--- src/rtl/rx_silo_pkg.sv ---
package rx_silo_pkg;
  localparam int NUM_LINES = 8;
  localparam int CHAR_W    = 8;
  localparam int LINE_W    = $clog2(NUM_LINES);
  localparam int WORD_W    = CHAR_W + LINE_W + 5;

  typedef struct packed {
    logic              ovr;
    logic              ferr;
    logic              perr;
    logic [LINE_W-1:0] line;
    logic [CHAR_W-1:0] data;
  } silo_entry_t;
endpackage

--- src/rtl/rx_line_arb.sv ---
// Per-line hold registers drained one per clock, lowest line first.
module rx_line_arb
  import rx_silo_pkg::*;
(
  input  logic                       clk,
  input  logic                       rst_n,
  input  logic                       flush,
  input  logic [NUM_LINES-1:0]        stb,
  input  logic [NUM_LINES*CHAR_W-1:0] data,
  input  logic [NUM_LINES-1:0]        ferr,
  input  logic [NUM_LINES-1:0]        perr,
  output logic                       push_vld,
  output silo_entry_t                push_ent
);
  logic [NUM_LINES-1:0] hold_vld;
  logic [NUM_LINES-1:0] hold_fe;
  logic [NUM_LINES-1:0] hold_pe;
  logic [CHAR_W-1:0]    hold_chr [NUM_LINES];
  logic [NUM_LINES-1:0] grant;
  logic [LINE_W-1:0]    sel;
  logic                 found;

  for (genvar g = 0; g < NUM_LINES; g++) begin : g_hold
    logic              vld_q, vld_d;
    logic              fe_q, fe_d, pe_q, pe_d;
    logic [CHAR_W-1:0] chr_q, chr_d;

    always_comb begin
      vld_d = vld_q;
      fe_d  = fe_q;
      pe_d  = pe_q;
      chr_d = chr_q;
      if (grant[g]) vld_d = 1'b0;
      if (stb[g]) begin
        vld_d = 1'b1;
        chr_d = data[g*CHAR_W +: CHAR_W];
        fe_d  = ferr[g];
        pe_d  = perr[g];
      end
      if (flush) vld_d = 1'b0;
    end

    always_ff @(posedge clk or negedge rst_n) begin
      if (!rst_n) begin
        vld_q <= 1'b0;
        fe_q  <= 1'b0;
        pe_q  <= 1'b0;
        chr_q <= '0;
      end else begin
        vld_q <= vld_d;
        if (stb[g]) begin
          fe_q  <= fe_d;
          pe_q  <= pe_d;
          chr_q <= chr_d;
        end
      end
    end

    assign hold_vld[g] = vld_q;
    assign hold_fe[g]  = fe_q;
    assign hold_pe[g]  = pe_q;
    assign hold_chr[g] = chr_q;
  end

  always_comb begin
    grant = '0;
    sel   = '0;
    found = 1'b0;
    for (int i = 0; i < NUM_LINES; i++) begin
      if (hold_vld[i] && !found) begin
        found    = 1'b1;
        grant[i] = 1'b1;
        sel      = LINE_W'(i);
      end
    end
  end

  assign push_vld      = found && !flush;
  assign push_ent.ovr  = 1'b0;
  assign push_ent.ferr = hold_fe[sel];
  assign push_ent.perr = hold_pe[sel];
  assign push_ent.line = sel;
  assign push_ent.data = hold_chr[sel];
endmodule

--- src/rtl/rx_silo_store.sv ---
// Circular store with occupancy count and pending-loss marker.
module rx_silo_store
  import rx_silo_pkg::*;
#(
  parameter int DEPTH = 64
) (
  input  logic        clk,
  input  logic        rst_n,
  input  logic        flush,
  input  logic        push_vld,
  input  silo_entry_t push_ent,
  input  logic        pop_req,
  output silo_entry_t head_ent,
  output logic        not_empty,
  output logic        lost,
  output logic        push_acc
);
  localparam int PTR_W = $clog2(DEPTH);
  localparam int CNT_W = $clog2(DEPTH + 1);

  silo_entry_t        mem [DEPTH];
  logic [PTR_W-1:0]   wr_q, wr_d, rd_q, rd_d;
  logic [CNT_W-1:0]   cnt_q, cnt_d;
  logic               lost_q, lost_d;
  logic               pop, full, drop;
  silo_entry_t        wr_ent;

  assign full      = (cnt_q == CNT_W'(DEPTH));
  assign not_empty = (cnt_q != '0);
  assign pop       = pop_req && not_empty && !flush;
  assign push_acc  = push_vld && !flush && (!full || pop);
  assign drop      = push_vld && !flush && !push_acc;

  always_comb begin
    wr_ent     = push_ent;
    wr_ent.ovr = lost_q;
  end

  always_comb begin
    wr_d   = wr_q;
    rd_d   = rd_q;
    cnt_d  = cnt_q + CNT_W'(push_acc) - CNT_W'(pop);
    lost_d = lost_q;
    if (push_acc) wr_d = (wr_q == PTR_W'(DEPTH - 1)) ? '0 : wr_q + 1'b1;
    if (pop)      rd_d = (rd_q == PTR_W'(DEPTH - 1)) ? '0 : rd_q + 1'b1;
    if (drop)          lost_d = 1'b1;
    else if (push_acc) lost_d = 1'b0;
    if (flush) begin
      wr_d   = '0;
      rd_d   = '0;
      cnt_d  = '0;
      lost_d = 1'b0;
    end
  end

  always_ff @(posedge clk or negedge rst_n) begin
    if (!rst_n) begin
      wr_q   <= '0;
      rd_q   <= '0;
      cnt_q  <= '0;
      lost_q <= 1'b0;
    end else begin
      wr_q   <= wr_d;
      rd_q   <= rd_d;
      cnt_q  <= cnt_d;
      lost_q <= lost_d;
    end
  end

  always_ff @(posedge clk) begin
    if (push_acc) mem[wr_q] <= wr_ent;
  end

  assign head_ent = mem[rd_q];
  assign lost     = lost_q;
endmodule

--- src/rtl/rx_alarm_cnt.sv ---
// Counts stored characters since the last read; saturates at LEVEL.
module rx_alarm_cnt #(
  parameter int LEVEL = 16
) (
  input  logic clk,
  input  logic rst_n,
  input  logic flush,
  input  logic rd_stb,
  input  logic push_acc,
  output logic alarm
);
  localparam int AW = $clog2(LEVEL + 1);

  logic [AW-1:0] cnt_q, cnt_d, base;

  always_comb begin
    base  = rd_stb ? '0 : cnt_q;
    cnt_d = base;
    if (push_acc && (base < AW'(LEVEL))) cnt_d = base + 1'b1;
    if (flush) cnt_d = '0;
  end

  always_ff @(posedge clk or negedge rst_n) begin
    if (!rst_n) cnt_q <= '0;
    else        cnt_q <= cnt_d;
  end

  assign alarm = (cnt_q == AW'(LEVEL));
endmodule

--- src/rtl/mux_rx_silo.sv ---
module mux_rx_silo
  import rx_silo_pkg::*;
#(
  parameter int DEPTH       = 64,
  parameter int ALARM_LEVEL = 16,
  parameter int VEC_W       = 9,
  parameter int VEC_BASE    = 192
) (
  input  logic                        clk,
  input  logic                        rst_n,
  input  logic                        dev_clear,
  input  logic                        rx_int_en,
  input  logic                        alarm_en,
  input  logic                        tx_irq_req,
  input  logic [NUM_LINES-1:0]        line_stb,
  input  logic [NUM_LINES*CHAR_W-1:0] line_data,
  input  logic [NUM_LINES-1:0]        line_ferr,
  input  logic [NUM_LINES-1:0]        line_perr,
  input  logic                        buf_rd,
  output logic [WORD_W-1:0]           rbuf_word,
  output logic                        rx_done,
  output logic                        silo_alarm,
  output logic                        overrun_flag,
  output logic                        irq_req,
  output logic [VEC_W-1:0]            irq_vector
);
  localparam logic [VEC_W-1:0] RX_VEC = VEC_W'(VEC_BASE);
  localparam logic [VEC_W-1:0] TX_VEC = VEC_W'(VEC_BASE + 4);

  logic        push_vld, push_acc, not_empty, lost, alarm;
  silo_entry_t push_ent, head_ent;
  logic        rx_cond, rx_irq;

  rx_line_arb u_arb (
    .clk      (clk),
    .rst_n    (rst_n),
    .flush    (dev_clear),
    .stb      (line_stb),
    .data     (line_data),
    .ferr     (line_ferr),
    .perr     (line_perr),
    .push_vld (push_vld),
    .push_ent (push_ent)
  );

  rx_silo_store #(.DEPTH(DEPTH)) u_store (
    .clk       (clk),
    .rst_n     (rst_n),
    .flush     (dev_clear),
    .push_vld  (push_vld),
    .push_ent  (push_ent),
    .pop_req   (buf_rd),
    .head_ent  (head_ent),
    .not_empty (not_empty),
    .lost      (lost),
    .push_acc  (push_acc)
  );

  rx_alarm_cnt #(.LEVEL(ALARM_LEVEL)) u_alarm (
    .clk      (clk),
    .rst_n    (rst_n),
    .flush    (dev_clear),
    .rd_stb   (buf_rd),
    .push_acc (push_acc),
    .alarm    (alarm)
  );

  assign rbuf_word = not_empty ?
      {1'b1, head_ent.ovr, head_ent.ferr, head_ent.perr, 1'b0, head_ent.line, head_ent.data} :
      '0;
  assign rx_done      = not_empty;
  assign silo_alarm   = alarm;
  assign overrun_flag = lost;

  always_comb begin
    rx_cond    = alarm_en ? alarm : not_empty;
    rx_irq     = rx_int_en && rx_cond;
    irq_req    = rx_irq || tx_irq_req;
    irq_vector = rx_irq ? RX_VEC : TX_VEC;
  end
endmodule

--- config.mk ---
export PLATFORM = sky130hd
export DESIGN_NAME = mux_rx_silo
export DESIGN_NICKNAME = d
export VERILOG_FILES = /design/src/rtl/rx_silo_pkg.sv /design/src/rtl/rx_line_arb.sv /design/src/rtl/rx_silo_store.sv /design/src/rtl/rx_alarm_cnt.sv /design/src/rtl/mux_rx_silo.sv
export SDC_FILE = /design/constraint.sdc
export NUM_CORES = 1
export LEC_CHECK = 0
export ABC_AREA = 1
export CAP_MARGIN = 20
export CORE_MARGIN = 1.5
export CORE_UTILIZATION = 40
export CTS_CLUSTER_SIZE = 8
export DETAILED_ROUTE_END_ITERATION = 10
export HOLD_SLACK_MARGIN = 0.03
export PLACE_DENSITY_LB_ADDON = 0.05
export SYNTH_ARGS = -nofsm -noshare
export SYNTH_HDL_FRONTEND = slang
export SYNTH_SLANG_ARGS = --single-unit
--- constraint.sdc ---
create_clock -name clk -period 8.25 [get_ports clk]
set_input_delay 1.65 -clock clk [delete_from_list [all_inputs] [get_ports clk]]
set_output_delay 1.65 -clock clk [all_outputs]
set_load 0.05 [all_outputs]
# Yosys cells after proc, flatten, opt, wreduce, memory -nomap -nowiden
# Memories as Yosys holds them, arrays and structs flattened.
# Index checks and enable logic that the tools add are counted.
[classes]
addsub = 5
order_cmp = 3
n_eq_ne = 4
n_mux = 71
bitwise_logic = 1
reduce_logical = 39
[ops]
columns = ["operator", "n"]
rows = [
  ["1-bit 2-to-1 mux", 48],
  ["6-bit 2-to-1 mux", 6],
  ["3-bit nonzero test", 9],
  ["8-bit binary-select mux with 3-bit select", 1],
  ["16-bit 2-to-1 mux", 1],
  ["8-bit 2-to-1 mux", 2],
  ["1-bit logical AND", 15],
  ["3-bit 2-to-1 mux", 5],
  ["5-bit 2-to-1 mux", 3],
  ["6-bit by 1-bit adder with 6-bit output (second input constant)", 2],
  ["6-bit equality test (second input constant)", 2],
  ["1-bit logical NOT", 10],
  ["7-bit by 1-bit adder with 7-bit output", 1],
  ["7-bit equality test (second input constant)", 1],
  ["7-bit 2-to-1 mux", 1],
  ["7-bit nonzero test", 1],
  ["7-bit by 1-bit subtractor with 7-bit output", 1],
  ["1-bit binary-select mux with 3-bit select", 2],
  ["5-bit by 1-bit adder with 5-bit output (second input constant)", 1],
  ["5-bit equality test (second input constant)", 1],
  ["5-bit < comparator (second input constant)", 1],
  ["4-bit >= comparator (second input constant)", 1],
  ["3-bit by 4-bit < comparator with 1-bit output (second input constant)", 1],
  ["2-bit 2-to-1 mux", 2],
  ["other kinds (3)", 5],
]
[word_totals]
regBits = 113
mem_bits_rw = 896
in_bits = 95
output_inout_bits = 29
memories = 1
[memory_table]
columns = ["name", "depth", "word_bits", "read_ports", "rd_clocked_by_memory_dff", "wr", "line_no", "text"]
rows = [
  ["u_store.mem", 64, 14, 1, 0, 1, "rx_silo_store.sv:21", "silo_entry_t mem [DEPTH];"],
]

# Longest topological paths before layout
# Gate-level depths: netlist of the first run.
[depth]
depth_word = 29
depth_mapped = 20
depth_no_buf = 20

# Hierarchy
# From an unflattened synthesis of the first run, not the netlist that was laid out.
[hier_totals]
hier_cells = 3894
hier_area_um2 = 42567.1
[by_module_without_submodules]
columns = ["mod", "n_inst", "cells_per_inst", "area_each_um2"]
rows = [
  ["rx_silo_store", 1, 3225, 37674.9],
  ["rx_line_arb", 1, 583, 4356.7],
  ["rx_alarm_cnt", 1, 37, 300.3],
  ["mux_rx_silo", 1, 49, 235.2],
]

# Worst setup path after synthesis of the first run
# No wires, ideal clock.
[synth_timing]
path_type = "input to output"
startpoint = "in alarm_en"
endpoint = "out irq_req"
t_arrival_ns = 3.097
path_slack_ns = 3.503
cell_stages = 3
path_cell_list = "inv_1 > o211ai_1 > nand2_1"
[synth_between]
elab_chain_len = 3
[synth_rtl]
columns = ["item", "line_no", "text"]
rows = [
  ["start: declaration", "mux_rx_silo.sv:13", "input logic alarm_en,"],
  ["1-bit 2-to-1 mux", "mux_rx_silo.sv:76", "rx_cond = alarm_en ? alarm : not_empty;"],
  ["1-bit logical AND", "mux_rx_silo.sv:77", "rx_irq = rx_int_en && rx_cond;"],
  ["1-bit logical OR", "mux_rx_silo.sv:78", "irq_req = rx_irq || tx_irq_req;"],
  ["end: declaration", "mux_rx_silo.sv:24", "output logic irq_req,"],
]
# No other way between the ends.

# Worst setup path in the final report of the first run
[layout_timing]
startpoint = "reg u_store.rd_q[0]"
endpoint = "out rbuf_word[4]"
[layout_between]
elab_chain_len = 2
[layout_rtl]
columns = ["item", "line_no", "text"]
rows = [
  ["start: declaration", "rx_silo_store.sv:22", "logic [PTR_W-1:0] wr_q, wr_d, rd_q, rd_d;"],
  ["start signal: assignment", "rx_silo_store.sv:64", "rd_q <= rd_d;"],
  ["memory read 64 x 14 bit", "n/a", ""],
  ["16-bit 2-to-1 mux", "mux_rx_silo.sv:68", "assign rbuf_word = not_empty ?"],
  ["end: declaration", "mux_rx_silo.sv:20", "output logic [WORD_W-1:0] rbuf_word,"],
]
# No other way between the ends.

==> impl_results.md, run 1 <==
* Status: finished, final reports clean
* Depth of the CTS H-tree at 4
* Synth Warn # at 0
* WHS Path Cells at 2
* Startpoint Class: register
* R2R cell count at 11
* Cell area after synthesis at between 0.04 and 0.05 mm2
* Logic pwr share at between 20% and 30%
* Rows at about 120
* Die H at 328 um
* Clk_lat worst skew at 0.72 ns
* Lkg Pwr at ~18 nW
* CTS tree: yes
* Post-synth top cells: 1320 x nand2_1, 896 x edfxtp_1, 851 x nand3_1, 125 x inv_1, 113 x dfrtp_1
* Total congestion overflow at 0
* Sequential power share at a little over two fifths
* Netlist cell types at 37
* Yosys top cell area share at 63.6%
* Vias in the first global route at approximately 28000
* Routed WL at 124 mm
* Worst r2r src: u_arb.g_hold[5].vld_q
* Max-Cap Viols at 0
* Overall power at 14.4 mW
* WL per Instance at 23.0 um
* Largest net degree at the start of global routing at 141
* Net Sw Power at 4.39 mW
* Layout cells sized above 1 at 7.69%
* Cts bufs inserted at about 140
* CTS clk-pin slew, worst paths at 0.05 ns
* Post-synthesis register bit count at between 1000 and 1500
* Switch share at a little over 30%
* Avg Inst Size Synth at 11.0 um2
* Post-CTS setup buffers at 0
* CTS Sinks at 1009
* Synth Flop Type: edfxtp_1
* Worst Hold Class: register to register
* Final slew viol count at 0
* Die area at roughly 0.11 mm2
* Pwr dens at approximately 290 mW/mm2
* Critical path endpoint: rbuf_word[4]
* Worst Path Arrival at 5.13 ns
* Worst Tran Pin Value at roughly 1.1 ns
* Setup slack, reg-to-reg at between 4 and 5 ns
* Crit. End Element: primary output
* Final Critical Period at 6.78 ns
* Clock share of power at between 30% and 40%
* Area leader, netlist: edfxtp_1
* HPWL Detailed at 66.2 mm
* Maximum root-to-sink buffer count at 3
* Final setup viols at 0
* Tcrit/Tclk final at 82.2%
* Post-CTS Resized at 0
* Area Growth Syn to Fin at 15.4%
* Core area at 0.105 mm2
* Initial antenna violation count at 1
* Vias per cell at 5.29
* Drt pass-1 iters at 5
* Max VDD drop at ~0.31 mV
* Net count reported at finish at 4069
* Cell count after synthesis at 3834
* Effective utilization at floorplan at 40.3%
* RSZ-0062 raised after global routing: no
* Final Hold Viols at 0
* Max FO, Critical Path at 108
* Slew HR at 26.8%
* Async SR Flop Fraction at roughly 11%
* Internal power at 9.96 mW
* Post-route ant nets at 0
* Setup crit start: u_store.rd_q[0]
* Antenna cells at 0
* DRC Markers at 0
* Setup TNS Final at 0 ns
* Most common cell in the netlist: nand2_1
* Post-CTS Hold Fix Bufs at 0
* Number of top-level pins at 124
* Highest Clock Rate at 147 MHz
* Global placement routability congestion at 0.781
* Largest cells by area after synthesis: edfxtp_1 64%, nand2_1 12%, nand3_1 10%, dfrtp_1 6.7%, buf_2 1.2%
* Port bufs at 114
* Post-synth EDFFs at 896
* GRT Total Usage at a little under a quarter
* Die span in x at roughly 330 um
* Root buf cell: clkbuf_16
* Iteration-0 DRC Markers at 2370
* Seq/Total Area, Yosys at 70.2%
* Vias at 28500
* Critical path class: register to primary output
* Final hold slack at a little over 0.5 ns
* WP data required at between 6 and 7 ns
* Worst r2r dst: u_store.mem[4][3]
* First-pass GRT wire length at 183 mm
* Clk_skew at ~0.026 ns
cells in the final DEF (no fill, tap or decap), types with 2 or more instances in the layout:
cell,count
xor2_1,6
edfxtp_1,896
clkinv_2,2
nand3_1,851
dfrtp_1,108
clkbuf_1,31
clkbuf_16,151
buf_4,92
nor2_2,12
dfrtp_2,2
a21oi_1,34
nand2_2,13
nand2_1,1310
clkinv_1,2
o22ai_1,8
nand4_4,6
inv_8,2
nor2_1,84
xnor2_1,2
nand4_1,3
buf_12,9
inv_6,5
o21ai_0,94
nor3_1,4
dfrtp_4,3
inv_1,123
clkdlybuf4s50_1,113
conb_1,9
ha_1,12
cells by family after synthesis:
logic type      synth area share [%]
flops                           70.2
compound gates                  1.75
fa+ha+maj                      0.402
xor+xnor                       0.166
other cells                   0.0177
simple gates                    23.2
buf+inv                         4.24
power by group through the flow:
stage	combinational (mW)	sequential [mW]	clock, mW
5_1_grt	3.31	6.04	5.62
2_1_floorplan	1.99	6.09	0
6_report	3.00	6.04	5.31
4_1_cts	3.04	6.04	5.44
3_3_place_gp	3.02	6.13	0
3_5_place_dp	3.04	6.13	0
how the worst min path moves through the flow:
| stage | to | startpoint | slack (ns) |
|---|---|---|---|
| finish | u_arb.g_hold[5].chr_q[1] | u_arb.g_hold[5].chr_q[1] | 0.52 |
| global route | u_arb.g_hold[6].chr_q[1] | u_arb.g_hold[6].chr_q[1] | 0.53 |
| CTS | u_arb.g_hold[4].chr_q[6] | u_arb.g_hold[4].chr_q[6] | 0.52 |
| detailed placement | u_arb.g_hold[5].vld_q | u_arb.g_hold[5].vld_q | 0.51 |
| global placement | u_arb.g_hold[1].chr_q[0] | u_arb.g_hold[1].chr_q[0] | 0.50 |
| floorplan | u_arb.g_hold[4].vld_q | u_arb.g_hold[4].vld_q | 0.49 |
metal layers:
layer	vias up	wire, um	track usage [%]
met2	891	57300	36.0
met3	191	7260	3.65
met5	-	13	0
met4	2	2900	6.84
li1	13400	-	-
met1	14000	56700	33.3
flip-flops by register name, summed over array words and instances (netlist names):
name,flops
u_store.lost,1
u_store.rd_q,6
u_store.mem,896
u_alarm.cnt_q,5
u_arb.g_hold.pe_q,8
u_store.wr_q,6
u_store.cnt_q,7
u_arb.g_hold.vld_q,8
u_arb.g_hold.chr_q,64
u_arb.g_hold.fe_q,8
critical path: stages, from the launching register on:
cell	delay, ns
dfrtp_4	0.72
inv_8	0.53
buf_4	0.62
nand2_1	0.10
nand3_1	0.09
nand3_1	0.11
nand2_1	0.10
nand2_1	0.04
nand3_1	0.22
nand3_1	0.10
a21oi_1	0.66
clkdlybuf4s50_1	0.95
final cells by class:
class | instances | area [um2]
Inverter | 131 | 512
Sequential cell | 1009 | 29700
Fill cell | 9825 | 56300
Clock buffer | 182 | 3890
Timing Repair Buffer | 215 | 2010
Tap cell | 1391 | 1740
Multi-Input combinational cell | 2460 | 10900
Clock inverter | 6 | 52.6
through the flow:
stage,setup slack (ns),instances,cell area (um2),util (%)
finish,1.47,5394,48900,46.5
global route,1.37,5394,48900,46.5
CTS,1.49,5394,48900,46.5
detailed placement,2.29,5206,44900,42.7
global placement,2.27,5204,44900,42.7
floorplan,3.50,3841,42400,-
Note: power is estimated with default switching activity, not from simulation.
==> run 2: changes to the inputs <==
Clock period 8.25 ns to 6.65 ns, I/O delays scaled along.
==> run 2 against run 1 <==
Critical path depth unchanged; worst setup slack lost 0.88 ns; register-to-register slack lost 1.8 ns; non-clock buffer count rose by 23; combinational power rose by 26%; via count rose by 0.49%; final cell count grew 0.54%; sequential power grew 24%; total power up 25%; clock-buffer cell count grew 2; core utilization up 0.17 points; sequential share of layout area is 0.23 points lower; critical endpoint unchanged; largest cell class unchanged.
==> impl_results.md, run 2 (synthesis gave the netlist of run 1 again) <==
* Status: finished, final reports clean
* Pwr dens at 365 mW/mm2 (+24%)
* Lkg Pwr at 18.4 nW (+0.60%)
* GRT Total Usage at 23.7% (+0.63 points)
* Net Sw Power at 5.51 mW (+25%)
* Final slew viol count at 0 (unchanged)
* CP Buf/Inv Count at 3 (unchanged)
* Post-CTS Hold Fix Bufs at 0 (unchanged)
* Critical path class: register to primary output
* Final setup viols at 0 (unchanged)
* Post-CTS setup buffers at 0 (unchanged)
* First-pass GRT wire length at 189 mm (+3.1%)
* Area Growth Syn to Fin at 15.8%
* Max FO, Critical Path at 86 (-20%)
* Switch share at 30.8% (+0.20 points)
* Depth of the CTS H-tree at 4 (unchanged)
* CTS clk-pin slew, worst paths at 0.05 ns (about the same)
* Final hold slack at 0.516 ns (-0.00394 ns)
* Max VDD drop at 0.384 mV (+23%)
* Final design utilization at 46.7% (+0.17 points)
* Worst Path Arrival at 4.73 ns (-0.40 ns)
* Setup TNS Final at 0 ns (unchanged)
* Routed WL at 126 mm (+1.7%)
* Post-CTS Resized at 0 (unchanged)
* Startpoint Class: register
* CTS tree: yes
* Die span in x at 328 um (unchanged)
* Cts bufs inserted at 144 (unchanged)
* Maximum root-to-sink buffer count at 3 (unchanged)
* WP data required at 5.32 ns (-1.28 ns)
* Crit path top cell by count: nand3_1
* Die area at 0.108 mm2 (unchanged)
* Max-Cap Viols at 0 (unchanged)
* Sequential power share at 41.8% (-0.2 points)
* Largest regs: u_store.mem x896, u_arb.g_hold.chr_q x64
* Vias at 28700 (+0.49%)
* Global placement routability congestion at 0.780 (-0.22%)
* Internal power at 12.4 mW (+24%)
* Biggest register: u_store.mem
* Clk_lat worst skew at 0.74 ns (+0.02 ns)
* WL per Instance at 23.3 um (+1.2%)
* RSZ-0062 raised after global routing: no
* Delay-heaviest family, CP: buffers and inverters
* Net count reported at finish at 4092 (+0.57%)
* Iteration-0 DRC Markers at 2327 (-1.8%)
* Port bufs at 114 (unchanged)
* Rows at 119 (unchanged)
* Slew HR at 26.1% (-0.69 points)
* Worst Tran Pin Value at 1.11 ns (+0.00920 ns)
* CTS Sinks at 1009 (unchanged)
* Cell Chain, Critical Path: inv_8 > buf_4 > nand2_1 > nand3_1 > nand3_1 > nand2_1 > nand2_1 > nand3_1 > nand3_1 > a21oi_1 > clkdlybuf4s50_1
* Final Critical Period at 6.06 ns
* Worst Hold Class: register to register
* Tcrit/Tclk final at roughly 91%
* HPWL Detailed at 69.7 mm (+5.2%)
* Vias per cell at 5.29 (about the same)
* Post-route ant nets at 0 (unchanged)
* Core area at 0.105 mm2 (unchanged)
* Vias in the first global route at 28200 (+1.0%)
* Final Hold Viols at 0 (unchanged)
* Total congestion overflow at 0 (unchanged)
* Crit. End Element: primary output
* Worst path max stage delay at 0.92 ns (-0.03 ns)
* Clk_skew at 0.0289 ns (+0.00297 ns)
* Drt pass-1 iters at 5 (unchanged)
* Overall power at 17.9 mW (+25%)
* Max reg flops at 896 (unchanged)
* Most frequent cells in the layout: 1310 x nand2_1, 896 x edfxtp_1, 851 x nand3_1, 151 x clkbuf_16, 123 x inv_1
* DRC Markers at 0 (unchanged)
* Slowest stage cell, crit path: clkdlybuf4s50_1
* Highest Clock Rate at 165 MHz
* Clock share of power at 37.0% (about the same)
* Root buf cell: clkbuf_16
* Logic pwr share at 21.1% (+0.2 points)
* Effective utilization at floorplan at 40.3% (unchanged)
* Layout cells sized above 1 at 8.19% (+0.50 points)
* Commonest non-fill, non-tap cell in the layout: nand2_1
* Number of top-level pins at 124 (unchanged)
* Largest net degree at the start of global routing at 121 (-14%)
* Initial antenna violation count at 2 (+1)
* Die H at 328 um (unchanged)
==> run 2: cell types whose count changed in the layout (fill, tap and decap cells not counted) <==
cell	change
diode_2	+4
nor2_1	+1
clkbuf_1	+2
buf_6	-1
nor2_2	-1
buf_4	+24
==> run 2: layout make-up <==
cell class / instances / area (um2)
Fill cell: 9864 / 56100
Clock inverter: 6 / 52.6
Antenna cell: 4 / 10.0
Clock buffer: 184 / 3900
Inverter: 131 / 512
Timing Repair Buffer: 238 / 2180
Tap cell: 1391 / 1740
Multi-Input combinational cell: 2460 / 10900
Sequential cell: 1009 / 29700
==> run 2: power groups by stage <==
stage / clock network, mW / registers (mW) / logic [mW]
6_report: 6.63 / 7.49 / 3.78
5_1_grt: 7.01 / 7.50 / 4.19
4_1_cts: 6.77 / 7.49 / 3.84
3_5_place_dp: 0 / 7.61 / 3.83
3_3_place_gp: 0 / 7.60 / 3.83
2_1_floorplan: 0 / 7.56 / 2.47
==> run 2: path summary, 6_finish.rpt <==
check                                           endpoint                      from  slack, ns  depth (start not counted)
worst max-delay path                        rbuf_word[4]           u_store.rd_q[0]       0.59                         11
worst min-delay path            u_arb.g_hold[0].chr_q[0]  u_arb.g_hold[0].chr_q[0]       0.52                          2
worst max register to register        u_store.mem[39][3]     u_arb.g_hold[5].vld_q       2.87                         11
worst min register to register  u_arb.g_hold[0].chr_q[0]  u_arb.g_hold[0].chr_q[0]       0.52                          2
max in group asynchronous                u_store.rd_q[1]                     rst_n       4.61                          2
min in group asynchronous       u_arb.g_hold[6].chr_q[2]                     rst_n       0.76                          1
==> run 2: per-layer routing <==
metal,GRT usage (%),share of wire [%],vias up,routed length (um)
met5,0,0,-,0
met3,3.53,4.6,184,5810
li1,-,-,13500,-
met1,33.8,46,14300,58000
met2,37.7,47,710,59700
met4,6.72,2.2,0,2820
==> run 2: through the flow <==
stage / cell area [um2] / setup WS [ns] / cells
2_1_floorplan: 42400 / 2.44 / 3841
4_1_cts: 49000 / 0.586 / 5419
3_5_place_dp: 45100 / 1.42 / 5229
5_1_grt: 49000 / 0.430 / 5419
3_3_place_gp: 45100 / 1.41 / 5229
6_report: 49000 / 0.591 / 5423
==> run 2: worst min-delay path, stage by stage, from the launching register on <==
cell and delay, ns:
dfrtp_1 0.31, inv_1 0.04, o21ai_0 0.12
